--- config.mk ---
export PLATFORM = sky130hd
export DESIGN_NAME = muldiv_unit
export DESIGN_NICKNAME = d
export VERILOG_FILES = /design/src/rtl/muldiv_pkg.sv /design/src/rtl/muldiv_mul.sv /design/src/rtl/muldiv_div.sv /design/src/rtl/muldiv_unit.sv
export SDC_FILE = /design/constraint.sdc
export NUM_CORES = 1
export LEC_CHECK = 0
export ABC_AREA = 1
export CORE_MARGIN = 2
export CORE_UTILIZATION = 55
export CTS_BUF_LIST = sky130_fd_sc_hd__clkbuf_16
export DETAILED_ROUTE_END_ITERATION = 10
export DONT_BUFFER_PORTS = 1
export PLACE_DENSITY_LB_ADDON = 0.05
export SKIP_CTS_REPAIR_TIMING = 1
export SYNTH_ARGS = -nofsm -noshare
export SYNTH_HDL_FRONTEND = slang
export SYNTH_HIERARCHICAL = 1
export SYNTH_SLANG_ARGS = --single-unit
--- constraint.sdc ---
create_clock -name clk -period 4.15 [get_ports clk]
set_input_delay 0.6225 -clock clk [delete_from_list [all_inputs] [get_ports clk]]
set_output_delay 0.6225 -clock clk [all_outputs]
set_load 0.02 [all_outputs]
--- src/rtl/muldiv_pkg.sv ---
package muldiv_pkg;
  // write register codes
  localparam int WA_MCAND   = 0;
  localparam int WA_MPLIER  = 1;
  localparam int WA_DVD_LO  = 2;
  localparam int WA_DVD_HI  = 3;
  localparam int WA_DIVISOR = 4;
  // read register codes
  localparam int RA_QUO_LO  = 0;
  localparam int RA_QUO_HI  = 1;
  localparam int RA_PR_LO   = 2;
  localparam int RA_PR_HI   = 3;

  typedef enum logic {SRC_MUL = 1'b0, SRC_DIV = 1'b1} pr_src_e;
endpackage

--- src/rtl/muldiv_mul.sv ---
module muldiv_mul #(
  parameter int W = 8
) (
  input  logic           clk,
  input  logic           rst,
  input  logic           go,
  input  logic           abort,
  input  logic [W-1:0]   op_a,
  input  logic [W-1:0]   op_b,
  output logic [2*W-1:0] acc_o,
  output logic           busy_o
);
  localparam int PW = 2 * W;
  localparam int CW = $clog2(W + 1);
  localparam logic [PW-1:0] MAXOP   = {{W{1'b0}}, {W{1'b1}}};
  localparam logic [PW-1:0] ACC_RST = MAXOP * MAXOP;

  logic [PW-1:0] acc_q, mcd_q;
  logic [W-1:0]  mpl_q;
  logic [CW-1:0] cnt_q;
  logic          busy_q;

  always_ff @(posedge clk) begin
    if (rst) begin
      acc_q  <= ACC_RST;
      mcd_q  <= '0;
      mpl_q  <= '0;
      cnt_q  <= '0;
      busy_q <= 1'b0;
    end else if (go) begin
      acc_q  <= '0;
      mcd_q  <= {{W{1'b0}}, op_a};
      mpl_q  <= op_b;
      cnt_q  <= CW'(W);
      busy_q <= 1'b1;
    end else if (abort) begin
      busy_q <= 1'b0;
    end else if (busy_q) begin
      if (mpl_q[0]) acc_q <= acc_q + mcd_q;
      mcd_q <= mcd_q << 1;
      mpl_q <= mpl_q >> 1;
      cnt_q <= cnt_q - 1'b1;
      if (cnt_q == CW'(1)) busy_q <= 1'b0;
    end
  end

  assign acc_o  = acc_q;
  assign busy_o = busy_q;
endmodule

--- src/rtl/muldiv_div.sv ---
module muldiv_div #(
  parameter int W = 8
) (
  input  logic           clk,
  input  logic           rst,
  input  logic           go,
  input  logic           abort,
  input  logic [2*W-1:0] dividend,
  input  logic [W-1:0]   divisor,
  output logic [2*W-1:0] quo_o,
  output logic [2*W-1:0] rem_o,
  output logic           busy_o
);
  localparam int PW = 2 * W;
  localparam int CW = $clog2(PW + 1);
  localparam logic [W-1:0]  BYTE_ONE = W'(1);
  localparam logic [PW-1:0] QUO_RST  = {BYTE_ONE, BYTE_ONE};

  logic [PW-1:0] rem_q, quo_q;
  logic [W-1:0]  dsr_q;
  logic [CW-1:0] cnt_q;
  logic          busy_q;
  logic [W:0]    trial;
  logic          fits;
  logic [W-1:0]  diff;

  always_comb begin
    trial = {rem_q[W-1:0], quo_q[PW-1]};
    fits  = trial >= {1'b0, dsr_q};
    diff  = trial[W-1:0] - dsr_q;
  end

  always_ff @(posedge clk) begin
    if (rst) begin
      rem_q  <= '0;
      quo_q  <= QUO_RST;
      dsr_q  <= '0;
      cnt_q  <= '0;
      busy_q <= 1'b0;
    end else if (go) begin
      if (divisor == '0) begin
        quo_q  <= '1;
        rem_q  <= dividend;
        busy_q <= 1'b0;
      end else begin
        quo_q  <= dividend;
        rem_q  <= '0;
        dsr_q  <= divisor;
        cnt_q  <= CW'(PW);
        busy_q <= 1'b1;
      end
    end else if (abort) begin
      busy_q <= 1'b0;
    end else if (busy_q) begin
      rem_q <= {{W{1'b0}}, (fits ? diff : trial[W-1:0])};
      quo_q <= {quo_q[PW-2:0], fits};
      cnt_q <= cnt_q - 1'b1;
      if (cnt_q == CW'(1)) busy_q <= 1'b0;
    end
  end

  assign quo_o  = quo_q;
  assign rem_o  = rem_q;
  assign busy_o = busy_q;
endmodule

--- src/rtl/muldiv_unit.sv ---
module muldiv_unit
  import muldiv_pkg::*;
#(
  parameter int W  = 8,
  parameter int AW = 3
) (
  input  logic          clk,
  input  logic          rst,
  input  logic          wr_en,
  input  logic [AW-1:0] wr_addr,
  input  logic [W-1:0]  wr_data,
  input  logic [AW-1:0] rd_addr,
  output logic [W-1:0]  rd_data,
  output logic          busy
);
  localparam int PW = 2 * W;

  logic [W-1:0]  mcand_q;
  logic [PW-1:0] dvd_q;
  pr_src_e       src_q;
  logic          mul_go, div_go, mul_busy, div_busy;
  logic [PW-1:0] mul_acc, div_quo, div_rem;
  logic [PW-1:0] quo_w, prodrem_w;
  logic [W-1:0]  rd_q;

  assign mul_go = wr_en && (wr_addr == AW'(WA_MPLIER));
  assign div_go = wr_en && (wr_addr == AW'(WA_DIVISOR));

  always_ff @(posedge clk) begin
    if (rst) begin
      mcand_q <= '1;
      dvd_q   <= '1;
      src_q   <= SRC_MUL;
    end else begin
      if (wr_en && wr_addr == AW'(WA_MCAND))  mcand_q        <= wr_data;
      if (wr_en && wr_addr == AW'(WA_DVD_LO)) dvd_q[W-1:0]   <= wr_data;
      if (wr_en && wr_addr == AW'(WA_DVD_HI)) dvd_q[PW-1:W]  <= wr_data;
      if (mul_go) src_q <= SRC_MUL;
      if (div_go) src_q <= SRC_DIV;
    end
  end

  muldiv_mul #(.W(W)) u_mul (
    .clk(clk), .rst(rst), .go(mul_go), .abort(div_go),
    .op_a(mcand_q), .op_b(wr_data), .acc_o(mul_acc), .busy_o(mul_busy)
  );

  muldiv_div #(.W(W)) u_div (
    .clk(clk), .rst(rst), .go(div_go), .abort(mul_go),
    .dividend(dvd_q), .divisor(wr_data),
    .quo_o(div_quo), .rem_o(div_rem), .busy_o(div_busy)
  );

  assign quo_w     = div_quo;
  assign prodrem_w = (src_q == SRC_DIV) ? div_rem : mul_acc;

  always_ff @(posedge clk) begin
    if (rst) begin
      rd_q <= '0;
    end else begin
      case (rd_addr)
        AW'(RA_QUO_LO): rd_q <= quo_w[W-1:0];
        AW'(RA_QUO_HI): rd_q <= quo_w[PW-1:W];
        AW'(RA_PR_LO):  rd_q <= prodrem_w[W-1:0];
        AW'(RA_PR_HI):  rd_q <= prodrem_w[PW-1:W];
        default:        rd_q <= '0;
      endcase
    end
  end

  assign rd_data = rd_q;
  assign busy    = mul_busy | div_busy;
endmodule

# [Word-level counts from Yosys, hierarchy flattened]
# Index checks and enable logic that the tools add are counted.
[classes] shifts=0 mux=39 div=0 order_cmp=1 n_eq_ne=12 multipliers=0 n_reduce_logical=20 bitwise_logic=3 addsub=4
[op_table] op="$mux W16" n=13
[op_table] op="$mux W8" n=7
[op_table] op="$pmux W8 S4" n=1
[op_table] op="$mux W5" n=4
[op_table] op="$add A16 B16 Y16" n=1
[op_table] op="$eq A3 B2 Y1 const B" n=4
[op_table] op="$mux W4" n=3
[op_table] op="$mux W1" n=11
[op_table] op="$ge A9 B8 Y1" n=1
[op_table] op="$reduce_and A3 Y1" n=3
[op_table] op="$logic_not A8 Y1" n=1
[op_table] op="$reduce_and A2 Y1" n=4
[op_table] op="$reduce_bool A2 Y1" n=4
[op_table] op="$sub A8 B8 Y8" n=1
[op_table] op="$eq A3 B1 Y1 const B" n=2
[op_table] op="$logic_not A3 Y1" n=2
[op_table] op="$eq A5 B1 Y1 const B" n=1
[op_table] op="$logic_and A1 B1 Y1" n=5
[op_table] op="$sub A5 B1 Y5 const B" n=1
[op_table] op="$eq A4 B1 Y1 const B" n=1
[op_table] op="$ne A2 B2 Y1 const B" n=2
[op_table] op="$sub A4 B1 Y4 const B" n=1
[op_table] op="$eq A3 B3 Y1 const B" n=1
[op_table] op="$ne A2 B1 Y1 const B" n=1
[op_table] op="3 further kinds" n=4
[word_totals] rom_bits=0 ff_bits=124 input_bits=17 mem_count=0 latchBits=0 out_inout_bits=9 elab_cells=97 mem_bits_rw=0

# [Logic depth before layout (Yosys ltp)]
# Gate-level depths: netlist of run 1.
[logic_depth] depth_word=5 depth_mapped=14 mapped_depth_nobuf=14

# [Cells and area by module]
# The synthesis of run 1 kept the hierarchy.
[modules_own_cells] mod="muldiv_mul" area_per_inst_um2=2703.8 seq_area_each_um2=900.9 cells_per_inst=414 n_inst=1
[modules_own_cells] mod="muldiv_div" area_per_inst_um2=2528.7 seq_area_each_um2=920.9 cells_per_inst=362 n_inst=1
[modules_own_cells] mod="muldiv_unit" area_per_inst_um2=1597.8 seq_area_each_um2=660.6 cells_per_inst=252 n_inst=1

# [Least setup slack after synthesis of run 1]
# No wires, ideal clock.
[synth_timing] path_kind="input to register" start="input port wr_addr[0]" end="register u_div.quo_q[0], in the netlist u_div/quo_o[0]" cell_stages=8 setup_slack_ns=2.291 t_required_ns=4.071 setup_ns=0.079 t_arrival_ns=1.781 n_path_buf=1 cell_sequence="nor2_1 > nand3_1 > inv_1 > inv_1 > nand2_1 > clkbuf_1 > o21ai_0 > o211ai_1"
[synth_via] elab_chain_cells=4 elab_cells_between_ends=8 classes_between="3 x eq/ne; 1 x mux; 4 x reduce/logical"
[synth_rtl] element="start: declaration" line_no="muldiv_unit.sv:10" source="input logic [AW-1:0] wr_addr,"
[synth_rtl] element="$eq A3 B3 Y1 *" line_no="muldiv_unit.sv:27" source="assign div_go = wr_en && (wr_addr == AW'(WA_DIVISOR));"
[synth_rtl] element="$logic_and A1 B1 Y1 *" line_no="muldiv_unit.sv:27"
[synth_rtl] element="via div_go" line_no="muldiv_unit.sv:21" source="logic mul_go, div_go, mul_busy, div_busy;"
[synth_rtl] element="$ne A2 B1 Y1 (no line) or $reduce_bool A2 Y1 (tied branches)"
[synth_rtl] element="$reduce_and A2 Y1 (no line)"
[synth_rtl] element="end signal: assignment" line_no="muldiv_div.sv:46" source="quo_q <= dividend;"
[synth_rtl] element="end signal: assignment" line_no="muldiv_div.sv:56" source="quo_q <= {quo_q[PW-2:0], fits};"
[synth_rtl] element="end: declaration" line_no="muldiv_div.sv:19" source="logic [PW-1:0] rem_q, quo_q;"
# Mark *: on every way through the listed nets, which the timed path passes. The rest lies on a longest branch.
# A chain may end at the register's enable or synchronous reset.

# [Final worst setup path of run 1]
[layout_timing] start="input port wr_addr[2]" end="register u_div.quo_q[0], in the netlist u_div/quo_o[0]"
[layout_via] elab_chain_cells=4 elab_cells_between_ends=8 classes_between="3 x eq/ne; 1 x mux; 4 x reduce/logical"
[layout_rtl] element="$eq A3 B1 Y1" line_no="muldiv_unit.sv:26" source="assign mul_go = wr_en && (wr_addr == AW'(WA_MPLIER));"
[layout_rtl] element="$logic_and A1 B1 Y1" line_no="muldiv_unit.sv:26"
[layout_rtl] element="via mul_go" line_no="muldiv_unit.sv:21"
[layout_rtl] element="$ne A2 B1 Y1 (no line)"
[layout_rtl] element="$reduce_and A2 Y1 (no line)"
# The timed path passes the listed nets, and every way through them passes these cells.

==> results.md, run 1 <==
- Status: completed
- Total Die Area: 13300 sq um
- Nets: 1057
- R2r setup slk: 1.75 ns
- Number of flops mapped to enable cells by yosys: 0
- CTS Buf Count: 17
- Max clock buf depth: 2
- Hpwl dp: 12600 um
- Worst Setup SP: wr_addr[2]
- Max-Cap Viols: 0
- Reg2reg end: u_div/quo_o[0]$_SDFFE_PP1P_
- Power density over the cells: 406 nW/um^2
- Starting Density: 0.566
- Largest net degree at the start of global routing: 46
- Router iterations before antenna repair: 5
- Routed Antenna Nets: 0
- H-tree Lvls: 4
- Min setup slack post-route: 1.25 ns
- Clock root buffer: clkbuf_16
- Async SR Flop Fraction: 0
- Gr usage total: 0.271
- Final worst path period need: 2.90 ns
- Starting DRT DRC Count: 435
- Final period utilization: 0.699
- CP Capture Type: flip-flop
- Number of distinct library cells after synthesis: 44
- Via density: 5.33
- Max_slew headroom: 0.166
- Yosys warning count: 6
- CTS tree: built
- Worst Path Max Fanout: 45
- Synthesized Nets: 1074
- Setup crit end: u_div/quo_o[0]$_SDFFE_PP1P_
- Ranking of synthesized cells by area: dfxtp_1, nand2_1, nand3_1, inv_1, ha_1
- Top_reg_cell synth: dfxtp_1
- Layout Skew: 0.00846 ns
- First-pass GRT wire length: 28100 um
- Placed Area: 6830 sq um
- IO Count: 26
- Residual DRC: 0
- Worst-margin pin slew: 1.25 ns
- Max VDD drop: 0.341 mV
- Setup TNS: 0 ns
- Slew Viols, Final: 0
- Die H: 115 um
- Share of the synthesized area in the top cell type: 0.363
- Layout filler cell count: 1165
- Final WL: 17300 um
- HP Class: input port to flip-flop
- Synth-to-layout area growth: 7.68%
- CP arrival: 3.15 ns
- Worst r2r src: u_div/busy_o$_SDFF_PP0_
- Core Region: 12100 sq um
- Required time of the critical path: 4.40 ns
- Register bit count reported by yosys: 124
- Highest clock rate: 345 MHz
- RSZ-0062 raised after global routing: no
- Total number of vias: 6351
- Final instance area: 7350 sq um
- Final hold vios: 0
- Buffers added on ports: 0
- Rows: 40
- Initial antenna violation count: 0
- Type of origin of the critical path: input port
- DIE WIDTH: 115 um
- Diode count: 0
- Routed WL per cell: 14.5 um
- Clk Latency, worst-skew pair: 0.42 ns
- Clock transition at path regs: 0.05 ns
- Min Hold Slack: 0.267 ns
- Remaining Overflow, GRT: 0
- Clk sinks: 124
- Final setup vio count: 0
- Vias in the first global route: 5680
- Mapped Area: 6830 sq um
- DP Worst Slack: 0.838 ns
- Lkg Pwr: 3.57 nW
- Crit Path Class: input port to flip-flop
- Worst r2r path cells: 5
- Syn_area_per_cell: 6.64 sq um
- Cells after synthesis: 1028
- Routability congestion estimate: 0.867
- Layout cells sized above 1: 0.0674
- Part of the Yosys area used for sequential elements: 0.363
- Cell taking the most area after synthesis: dfxtp_1
- HP Start: rst
state kept, by name, indices dropped and copies added (netlist names), 8 cells and up:
register and cells:
dvd_q 16, u_div/quo_o 16, u_div/rem_o 16, u_mul/acc_o 16, u_mul/mcd_q 16, mcand_q 8, rd_data 8, u_div/dsr_q 8
u_mul/mpl_q 8
worst max-delay path, cell delays in order:
cell      delay [ns]
inv_1           0.02
nand2_1         0.08
inv_2           0.06
nand3_1         0.08
inv_1           0.29
inv_1           0.12
nand2_1         0.08
nand2_1         0.91
clkinv_1        0.61
nand2_1         0.17
o211ai_1        0.09
worst min path at each step:
stage                                  end  cells after the start
6_report       u_div/cnt_q[1]$_SDFFE_PP0P_                      1
5_1_grt        u_mul/mpl_q[1]$_SDFFE_PP0P_                      1
4_1_cts        u_div/cnt_q[1]$_SDFFE_PP0P_                      1
3_5_place_dp   u_div/cnt_q[4]$_SDFFE_PP0P_                      2
3_3_place_gp   u_div/rem_o[9]$_SDFFE_PP0P_                      2
2_1_floorplan  u_div/dsr_q[3]$_SDFFE_PP0P_                      2
power by group:
part | switching [mW] | internal, mW
logic | 0.258 | 0.135
clock network | 0.554 | 0.756
registers | 0.0472 | 1.24
total | 0.859 | 2.13
metrics by stage:
| stage | instances | power (mW) | util |
|---|---|---|---|
| finish | 1192 | 2.99 | 0.610 |
| global route | 1192 | 3.12 | 0.610 |
| global placement | 1160 | 1.69 | 0.566 |
| floorplan | 1028 | 1.63 | - |
| CTS | 1192 | 3.01 | 0.610 |
| detailed placement | 1160 | 1.70 | 0.566 |
Yosys cell counts (3+ instances only):
master	n
xor2_1	9
inv_2	7
o211ai_1	3
nand3_2	3
a31oi_1	15
nor3_1	7
buf_1	3
ha_1	27
dfxtp_1	124
nor2_2	8
inv_1	112
nor2_4	4
nand3_1	113
buf_4	7
nand2_2	8
buf_2	12
nand4_1	4
nand2_1	339
nand3b_1	6
clkbuf_1	9
o22ai_1	14
nor2_1	62
o21ai_0	48
buf_6	5
a21oi_1	56
kinds of logic (layout without fill, tap and decap cells):
logic type | after synthesis | after routing | synth area share
fa+ha+maj | 29 | 29 | 0.0553
compound gates | 145 | 145 | 0.117
buf+inv | 160 | 156 | 0.101
xor+xnor | 10 | 10 | 0.0128
simple gates | 560 | 560 | 0.351
flops | 124 | 124 | 0.363
cells in the final DEF (no fill, tap or decap), drive strengths merged, types with 2 or more instances in the layout:
cell,synthesis,final
xor2,9,9
dfxtp,124,124
ha,27,27
o22ai,14,14
clkbuf,10,17
or2,3,3
clkinvlp,0,4
inv,120,121
o211ai,3,3
nand2,347,347
nand4,5,5
a21oi,57,57
nor3,7,7
nor2,74,74
o21bai,2,2
nand3b,6,6
clkinv,3,13
o21ai,49,49
a31oi,15,15
nand3,116,116
fa,2,2
area by class of cell:
cell class	count	area (sq um)	share of cell area
well taps	168	210	0.0286
clock buffers	17	425	0.0578
multi-input cells	744	3660	0.498
repair buffers	1	7.51	0.00102
inverters	123	465	0.0633
clock inverters	15	103	0.0140
flip-flops and latches	124	2480	0.338
layer usage:
layer | GRT usage | vias to the layer above | routed length [um]
met3 | 0.0617 | 9 | 1210
met1 | 0.400 | 2874 | 8680
li1 | - | 3290 | -
met4 | 0.0739 | 0 | 134
met2 | 0.398 | 178 | 7320
met5 | 0 | - | 0
(Power assumes the default switching activity.)
==> run 2, diff against run 1 <==
==> constraint.sdc (replaced) <==
create_clock -name clk -period 2.95 [get_ports clk]
set_input_delay 0.4425 -clock clk [delete_from_list [all_inputs] [get_ports clk]]
set_output_delay 0.4425 -clock clk [all_outputs]
set_load 0.02 [all_outputs]
==> run 2 against run 1 <==
Net effect:
- clock skew shrank 0.0030 ns
- design area grew 0.82%
- first-iteration DRC count grew 44%
- register-to-register slack lost 0.77 ns
- combinational power grew 40%
- flip-flop and latch count is the same
- global-route usage grew 0.59 points
- utilization grew 0.50 points
- largest cell class unchanged
- power grew 46%
- hold slack lost 0.18 ns
==> results.md, run 2 (synthesized netlist as in run 1, its figures left out) <==
- Highest clock rate: 507 MHz
- Starting DRT DRC Count: 628 (was 435)
- Critical-path top delay cell: fa_1 (was nand2_1)
- Remaining Overflow, GRT: 0 (unchanged)
- Clock root buffer: clkbuf_16 (unchanged)
- Diode count: 0 (unchanged)
- Worst Path Max Fanout: 3 (was 45)
- CP most frequent cell: nand3_1 (was nand2_1)
- Hpwl dp: 12600 um (about the same)
- Final WL: 17200 um (was 17300 um)
- Worst-margin pin slew: 0.902 ns (was 1.25 ns)
- Layout filler cell count: 1203 (was 1165)
- Type of origin of the critical path: flip-flop (was input port)
- Max VDD drop: 0.436 mV (was 0.341 mV)
- Total number of vias: 6425 (was 6351)
- Routability congestion estimate: 0.866 (was 0.867)
- Final worst path period need: 1.97 ns
- Buffers added on ports: 0 (unchanged)
- HP Class: input port to flip-flop (unchanged)
- Clk Latency, worst-skew pair: 0.41 ns (was 0.42 ns)
- Total Power: 4.36 mW (was 2.99 mW)
- Core Region: 12100 sq um (unchanged)
- Nets: 1060 (was 1057)
- Most frequent cells in the layout: nand2_1, dfxtp_1, inv_1 (was nand2_1, dfxtp_1, nand3_1)
- Max-Cap Viols: 0 (unchanged)
- DP Worst Slack: 0.672 ns (was 0.838 ns)
- Most common cell after layout, fill and taps aside: nand2_1 (unchanged)
- Max_slew headroom: 0.398 (was 0.166)
- Worst path max stage delay: 0.42 ns (was 0.91 ns)
- Min setup slack post-route: 0.979 ns (was 1.25 ns)
- IO Count: 26 (unchanged)
- H-tree Lvls: 4 (unchanged)
- RSZ-0062 raised after global routing: no (unchanged)
- Multi-input gate area: 3660 sq um (unchanged)
- Die H: 115 um (unchanged)
- Initial antenna violation count: 0 (unchanged)
- Layout Skew: 0.00545 ns (was 0.00846 ns)
- Residual DRC: 0 (unchanged)
- Gr usage total: 0.277 (was 0.271)
- Final setup vio count: 0 (unchanged)
- Routed Antenna Nets: 0 (unchanged)
- Rows: 40 (unchanged)
- Clock transition at path regs: 0.05 ns (about the same)
- Total Die Area: 13300 sq um (unchanged)
- CP arrival: 2.32 ns (was 3.15 ns)
- HP Start: rst (unchanged)
- Max clock buf depth: 2 (unchanged)
- Lkg Pwr: 3.63 nW (was 3.57 nW)
- Layout cells sized above 1: 0.0633 (was 0.0674)
- Hold path depth: 1 (unchanged)
- Setup TNS: 0 ns (unchanged)
- First-pass GRT wire length: 28800 um (was 28100 um)
- Power density over the cells: 587 nW/um^2 (was 406 nW/um^2)
- Worst r2r path cells: 11 (was 5)
- Hold Path End: u_div/cnt_q[1]$_SDFFE_PP0P_ (unchanged)
- Routed WL per cell: 14.4 um (was 14.5 um)
- Util after Layout: 0.615 (was 0.610)
- Router iterations before antenna repair: 5 (unchanged)
- Cells along the critical path: inv_1, ha_1, fa_1, inv_1, nand3_1, nand3_1, xor2_1, nand3_1, nand2_1, nor2_1, nor2_1 (was inv_1, nand2_1, inv_2, nand3_1, inv_1, inv_1, nand2_1, nand2_1, clkinv_1, nand2_1, o211ai_1)
- CTS tree: built (unchanged)
- DIE WIDTH: 115 um (unchanged)
- Worst r2r src: u_div/quo_o[15]$_SDFFE_PP0P_ (was u_div/busy_o$_SDFF_PP0_)
- Starting Density: 0.566 (unchanged)
- Vias in the first global route: 5954 (was 5680)
- Required time of the critical path: 3.30 ns (was 4.40 ns)
- R2r setup slk: 0.98 ns (was 1.75 ns)
- Largest net degree at the start of global routing: 46 (unchanged)
- CTS Buf Count: 17 (unchanged)
- CP Capture Type: flip-flop (unchanged)
- Via density: 5.38 (was 5.33)
- Reg2reg end: u_div/rem_o[4]$_SDFFE_PP0P_ (was u_div/quo_o[0]$_SDFFE_PP1P_)
- Synth-to-layout area growth: 8.55% (was 7.68%)
- FF/Latch Area: 2480 sq um (unchanged)
- Slew Viols, Final: 0 (unchanged)
- Status: completed (unchanged)
- Clk sinks: 124 (unchanged)
- Final period utilization: 0.668
- Crit Path Class: flip-flop to flip-flop (was input port to flip-flop)
- Final hold vios: 0 (unchanged)
run 2: cell types whose count changed in the layout (fill, tap and decap cells not counted):
cell / delta
clkinv_1: +3
bufinv_16: +3
inv_6: -1
buf_4: +3
clkinv_4: -4
clkinv_2: -1
clkinvlp_4: -4
inv_1: +4
run 2: cell type report:
type	instances	share of cell area
Clock buffer	17	0.0574
Multi-Input combinational cell	744	0.494
Tap cell	168	0.0283
Timing Repair Buffer	4	0.00405
Inverter	123	0.0628
Clock inverter	15	0.0189
Sequential cell	124	0.335
run 2: layer usage:
| layer | wire (um) | up-vias | GRT usage | share of wire |
|---|---|---|---|---|
| li1 | - | 3292 | - | - |
| met1 | 8230 | 2923 | 0.393 | 0.48 |
| met2 | 7480 | 182 | 0.420 | 0.43 |
| met3 | 1210 | 28 | 0.0539 | 0.070 |
| met4 | 312 | 0 | 0.101 | 0.018 |
| met5 | 0 | - | 0 | 0 |
run 2: critical path, delay by kind of cell (launching register included):
kind	cells	cell delay (ns)
fa+ha+maj	2	0.67
simple gates	6	0.47
flops	1	0.38
buf+inv	2	0.22
xor+xnor	1	0.17
run 2: worst max path at each step:
stage / slack, ns / start / depth (start not counted) / end
2_1_floorplan: 1.27 / wr_addr[0] / 8 / u_div/quo_o[0]$_SDFFE_PP1P_
3_3_place_gp: 0.75 / wr_addr[0] / 9 / u_div/quo_o[0]$_SDFFE_PP1P_
3_5_place_dp: 0.67 / wr_addr[0] / 9 / u_div/quo_o[0]$_SDFFE_PP1P_
4_1_cts: 1.01 / u_div/quo_o[15]$_SDFFE_PP0P_ / 11 / u_div/rem_o[4]$_SDFFE_PP0P_
5_1_grt: 0.78 / u_div/rem_o[5]$_SDFFE_PP0P_ / 9 / u_div/rem_o[6]$_SDFFE_PP0P_
6_report: 0.98 / u_div/quo_o[15]$_SDFFE_PP0P_ / 11 / u_div/rem_o[4]$_SDFFE_PP0P_
run 2: report_power, final:
part	internal, mW	switching, mW	leakage [nW]
clock	1.29	0.703	0.295
combinational	0.192	0.358	2.32
sequential	1.74	0.0674	1.01
run 2: per-stage QoR:
| step | hold WS (ns) | cells | instance area [sq um] |
|---|---|---|---|
| finish | 0.0902 | 1195 | 7410 |
| global route | 0.0810 | 1195 | 7410 |
| CTS | 0.0788 | 1195 | 7410 |
| detailed placement | 0.450 | 1163 | 6850 |
| global placement | 0.448 | 1163 | 6850 |
| floorplan | 0.433 | 1028 | 6830 |
==> run 3, diff against run 2 <==
==> constraint.sdc (replaced) <==
create_clock -name clk -period 1.9 [get_ports clk]
set_input_delay 0.285 -clock clk [delete_from_list [all_inputs] [get_ports clk]]
set_output_delay 0.285 -clock clk [all_outputs]
set_load 0.02 [all_outputs]
==> run 3 against run 2 <==
Net effect:
- the flow now finishes with violations (hold timing)
- non-clock buffer count grew 20
- critical path type unchanged
- register-to-register slack worse by 0.91 ns
- critical endpoint is now u_div/rem_o[5]$_SDFFE_PP0P_
- via count is 1.2% higher
- combinational power increased by 85%
- hold slack got worse by 0.10 ns
==> results.md, run 3 (synthesized netlist as in run 1, its figures left out) <==
- Final period utilization: 0.965 (was 0.668)
- Core Region: 12100 sq um (unchanged)
- Remaining Overflow, GRT: 0 (unchanged)
- DIE WIDTH: 115 um (unchanged)
- Wire length on met2: 8330 um (was 7480 um)
- Crit Path Class: flip-flop to flip-flop (unchanged)
- Largest net degree at the start of global routing: 46 (unchanged)
- Final worst path period need: 1.83 ns (was 1.97 ns)
- First-pass GRT wire length: 28900 um (was 28800 um)
- Routed Antenna Nets: 0 (unchanged)
- Residual DRC: 0 (unchanged)
- Max VDD drop: 0.745 mV (was 0.436 mV)
- Min Hold Slack: -0.0118 ns (was 0.0902 ns)
- Diode count: 0 (unchanged)
- Status: finished with violations (was completed)
- Layout Skew: 0.00707 ns (was 0.00545 ns)
- Cells along the critical path: ha_1, nand2_1, nand2_2, nand2_2, nand2_1, nand2_1, nand4_2, nand3_1, nand3b_1, nand2_1, inv_1 (was inv_1, ha_1, fa_1, inv_1, nand3_1, nand3_1, xor2_1, nand3_1, nand2_1, nor2_1, nor2_1)
- Starting Density: 0.566 (unchanged)
- FF/Latch Area: 2480 sq um (about the same)
- Most common cell after layout, fill and taps aside: nand2_1 (unchanged)
- Via density: 5.35 (was 5.38)
- H-tree Lvls: 4 (unchanged)
- Vias in the first global route: 5845 (was 5954)
- Util after Layout: 0.641 (was 0.615)
- CP most frequent cell: nand2_1 (was nand3_1)
- Met1 WL: 8820 um (was 8230 um)
- Total Die Area: 13300 sq um (unchanged)
- Nets: 1081 (was 1060)
- Clock root buffer: clkbuf_16 (unchanged)
- Multi-input gate area: 3730 sq um (was 3660 sq um)
- Final hold vios: 6 (was 0)
- Hpwl dp: 12800 um (was 12600 um)
- Max-Cap Viols: 0 (unchanged)
- Type of origin of the critical path: flip-flop (unchanged)
- Max clock buf depth: 2 (unchanged)
- Failing checks: hold timing
- Die H: 115 um (unchanged)
- Rows: 40 (unchanged)
- Routability congestion estimate: 0.937 (was 0.866)
- Initial antenna violation count: 0 (unchanged)
- Worst-margin pin slew: 0.734 ns (was 0.902 ns)
- Highest clock rate: 545 MHz (was 507 MHz)
- Routed WL per cell: 15.4 um (was 14.4 um)
- Power density over the cells: 924 nW/um^2 (was 587 nW/um^2)
- CP arrival: 2.14 ns (was 2.32 ns)
- Critical-path top delay cell: ha_1 (was fa_1)
- Top Metal Used: met4 (unchanged)
- Clock transition at path regs: 0.06 ns (was 0.05 ns)
- Total Power: 7.15 mW (was 4.36 mW)
- Lkg Pwr: 3.74 nW (was 3.63 nW)
- Layout filler cell count: 1127 (was 1203)
- Total number of vias: 6502 (was 6425)
- CP Capture Type: flip-flop (unchanged)
- Slew Viols, Final: 0 (unchanged)
- Max_slew headroom: 0.510 (was 0.398)
- Starting DRT DRC Count: 628 (unchanged)
- Required time of the critical path: 2.21 ns (was 3.30 ns)
- Clk Latency, worst-skew pair: 0.41 ns (about the same)
- Worst path max stage delay: 0.39 ns (was 0.42 ns)
- CTS tree: built (unchanged)
- RSZ-0062 raised after global routing: yes (was no)
- Synth-to-layout area growth: 13.3% (was 8.55%)
- Worst Path Max Fanout: 6 (was 3)
- Router iterations before antenna repair: 5 (unchanged)
- HP Class: input port to flip-flop (unchanged)
- Final setup vio count: 0 (unchanged)
- IO Count: 26 (unchanged)
- Most frequent cells in the layout: nand2_1, dfxtp_1, nand3_1 (was nand2_1, dfxtp_1, inv_1)
- Met3 routed WL: 1230 um (was 1210 um)
- CP Buf/Inv Count: 1 (was 2)
- Final WL: 18700 um (was 17200 um)
- Clk sinks: 124 (unchanged)
- Buffers added on ports: 0 (unchanged)
- Worst path top cell family by delay: simple AND/OR/NAND/NOR gates (was adder cells)
- CTS Buf Count: 17 (unchanged)
- Gr usage total: 0.280 (was 0.277)
- Layout cells sized above 1: 0.0868 (was 0.0633)
-- run 3: cell types whose count changed in the layout (fill, tap and decap cells not counted), moves of 2 or more --
| cell | before | now |
|---|---|---|
| buf_4 | 4 | 13 |
| dlygate4sd3_1 | 0 | 8 |
| inv_1 | 116 | 111 |
| buf_12 | 0 | 3 |
| a21oi_4 | 0 | 2 |
| clkinv_4 | 0 | 2 |
| ha_1 | 27 | 25 |
| inv_2 | 7 | 9 |
-- run 3: metal layers --
metal  track usage  vias to the layer above
li1              -                     3342
met5             0                        -
met3        0.0921                       29
met2         0.431                      174
met4        0.0787                        0
met1         0.379                     2957
-- run 3: per-stage QoR --
| step | TNS (ns) | hold slack [ns] | instances | instance area, sq um | setup WS (ns) |
|---|---|---|---|---|---|
| 3_3_place_gp | 0 | 0.357 | 1174 | 6960 | 0.00492 |
| 2_1_floorplan | 0 | 0.398 | 1028 | 6830 | 0.290 |
| 3_5_place_dp | 0 | 0.359 | 1174 | 6960 | 0.0208 |
| 6_report | 0 | -0.0118 | 1216 | 7740 | 0.0656 |
| 5_1_grt | -0.0210 | 0.000102 | 1216 | 7740 | -0.0190 |
| 4_1_cts | 0 | -0.0842 | 1206 | 7560 | 0.00989 |
-- run 3: area by class of cell --
class                           instances  area share
Multi-Input combinational cell        745       0.483
Sequential cell                       124       0.321
Timing Repair Buffer                   24      0.0307
Inverter                              123      0.0602
Clock inverter                         15      0.0233
Clock buffer                           17      0.0550
Tap cell                              168      0.0272
-- run 3: worst reg2reg max path, stage by stage (launching register included) --
cell and delay (ns):
dfxtp_1 0.34, ha_1 0.39, nand2_1 0.12, nand2_2 0.06, nand2_2 0.08, nand2_1 0.05, nand2_1 0.13, nand4_2 0.23
nand3_1 0.15, nand3b_1 0.08, nand2_1 0.06, inv_1 0.03
-- run 3: worst paths after layout --
check / startpoint / endpoint / slack, ns / depth (start not counted)
setup / recovery: u_div/rem_o[1]$_SDFFE_PP0P_ / u_div/rem_o[5]$_SDFFE_PP0P_ / 0.07 / 11
hold / removal: wr_data[7] / dvd_q[7]$_SDFFE_PP1P_ / -0.01 / 2
setup reg to reg: u_div/rem_o[1]$_SDFFE_PP0P_ / u_div/rem_o[5]$_SDFFE_PP0P_ / 0.07 / 11
hold reg to reg: u_div/dsr_q[3]$_SDFFE_PP0P_ / u_div/dsr_q[3]$_SDFFE_PP0P_ / 0.46 / 2
-- run 3: report_power, final --
group | total (mW) | internal (mW) | leakage (nW) | switching (mW)
combinational | 1.02 | 0.360 | 2.44 | 0.659
clock | 3.33 | 2.17 | 0.300 | 1.17
sequential | 2.80 | 2.70 | 1.01 | 0.0967
total | 7.15 | 5.23 | 3.74 | 1.92
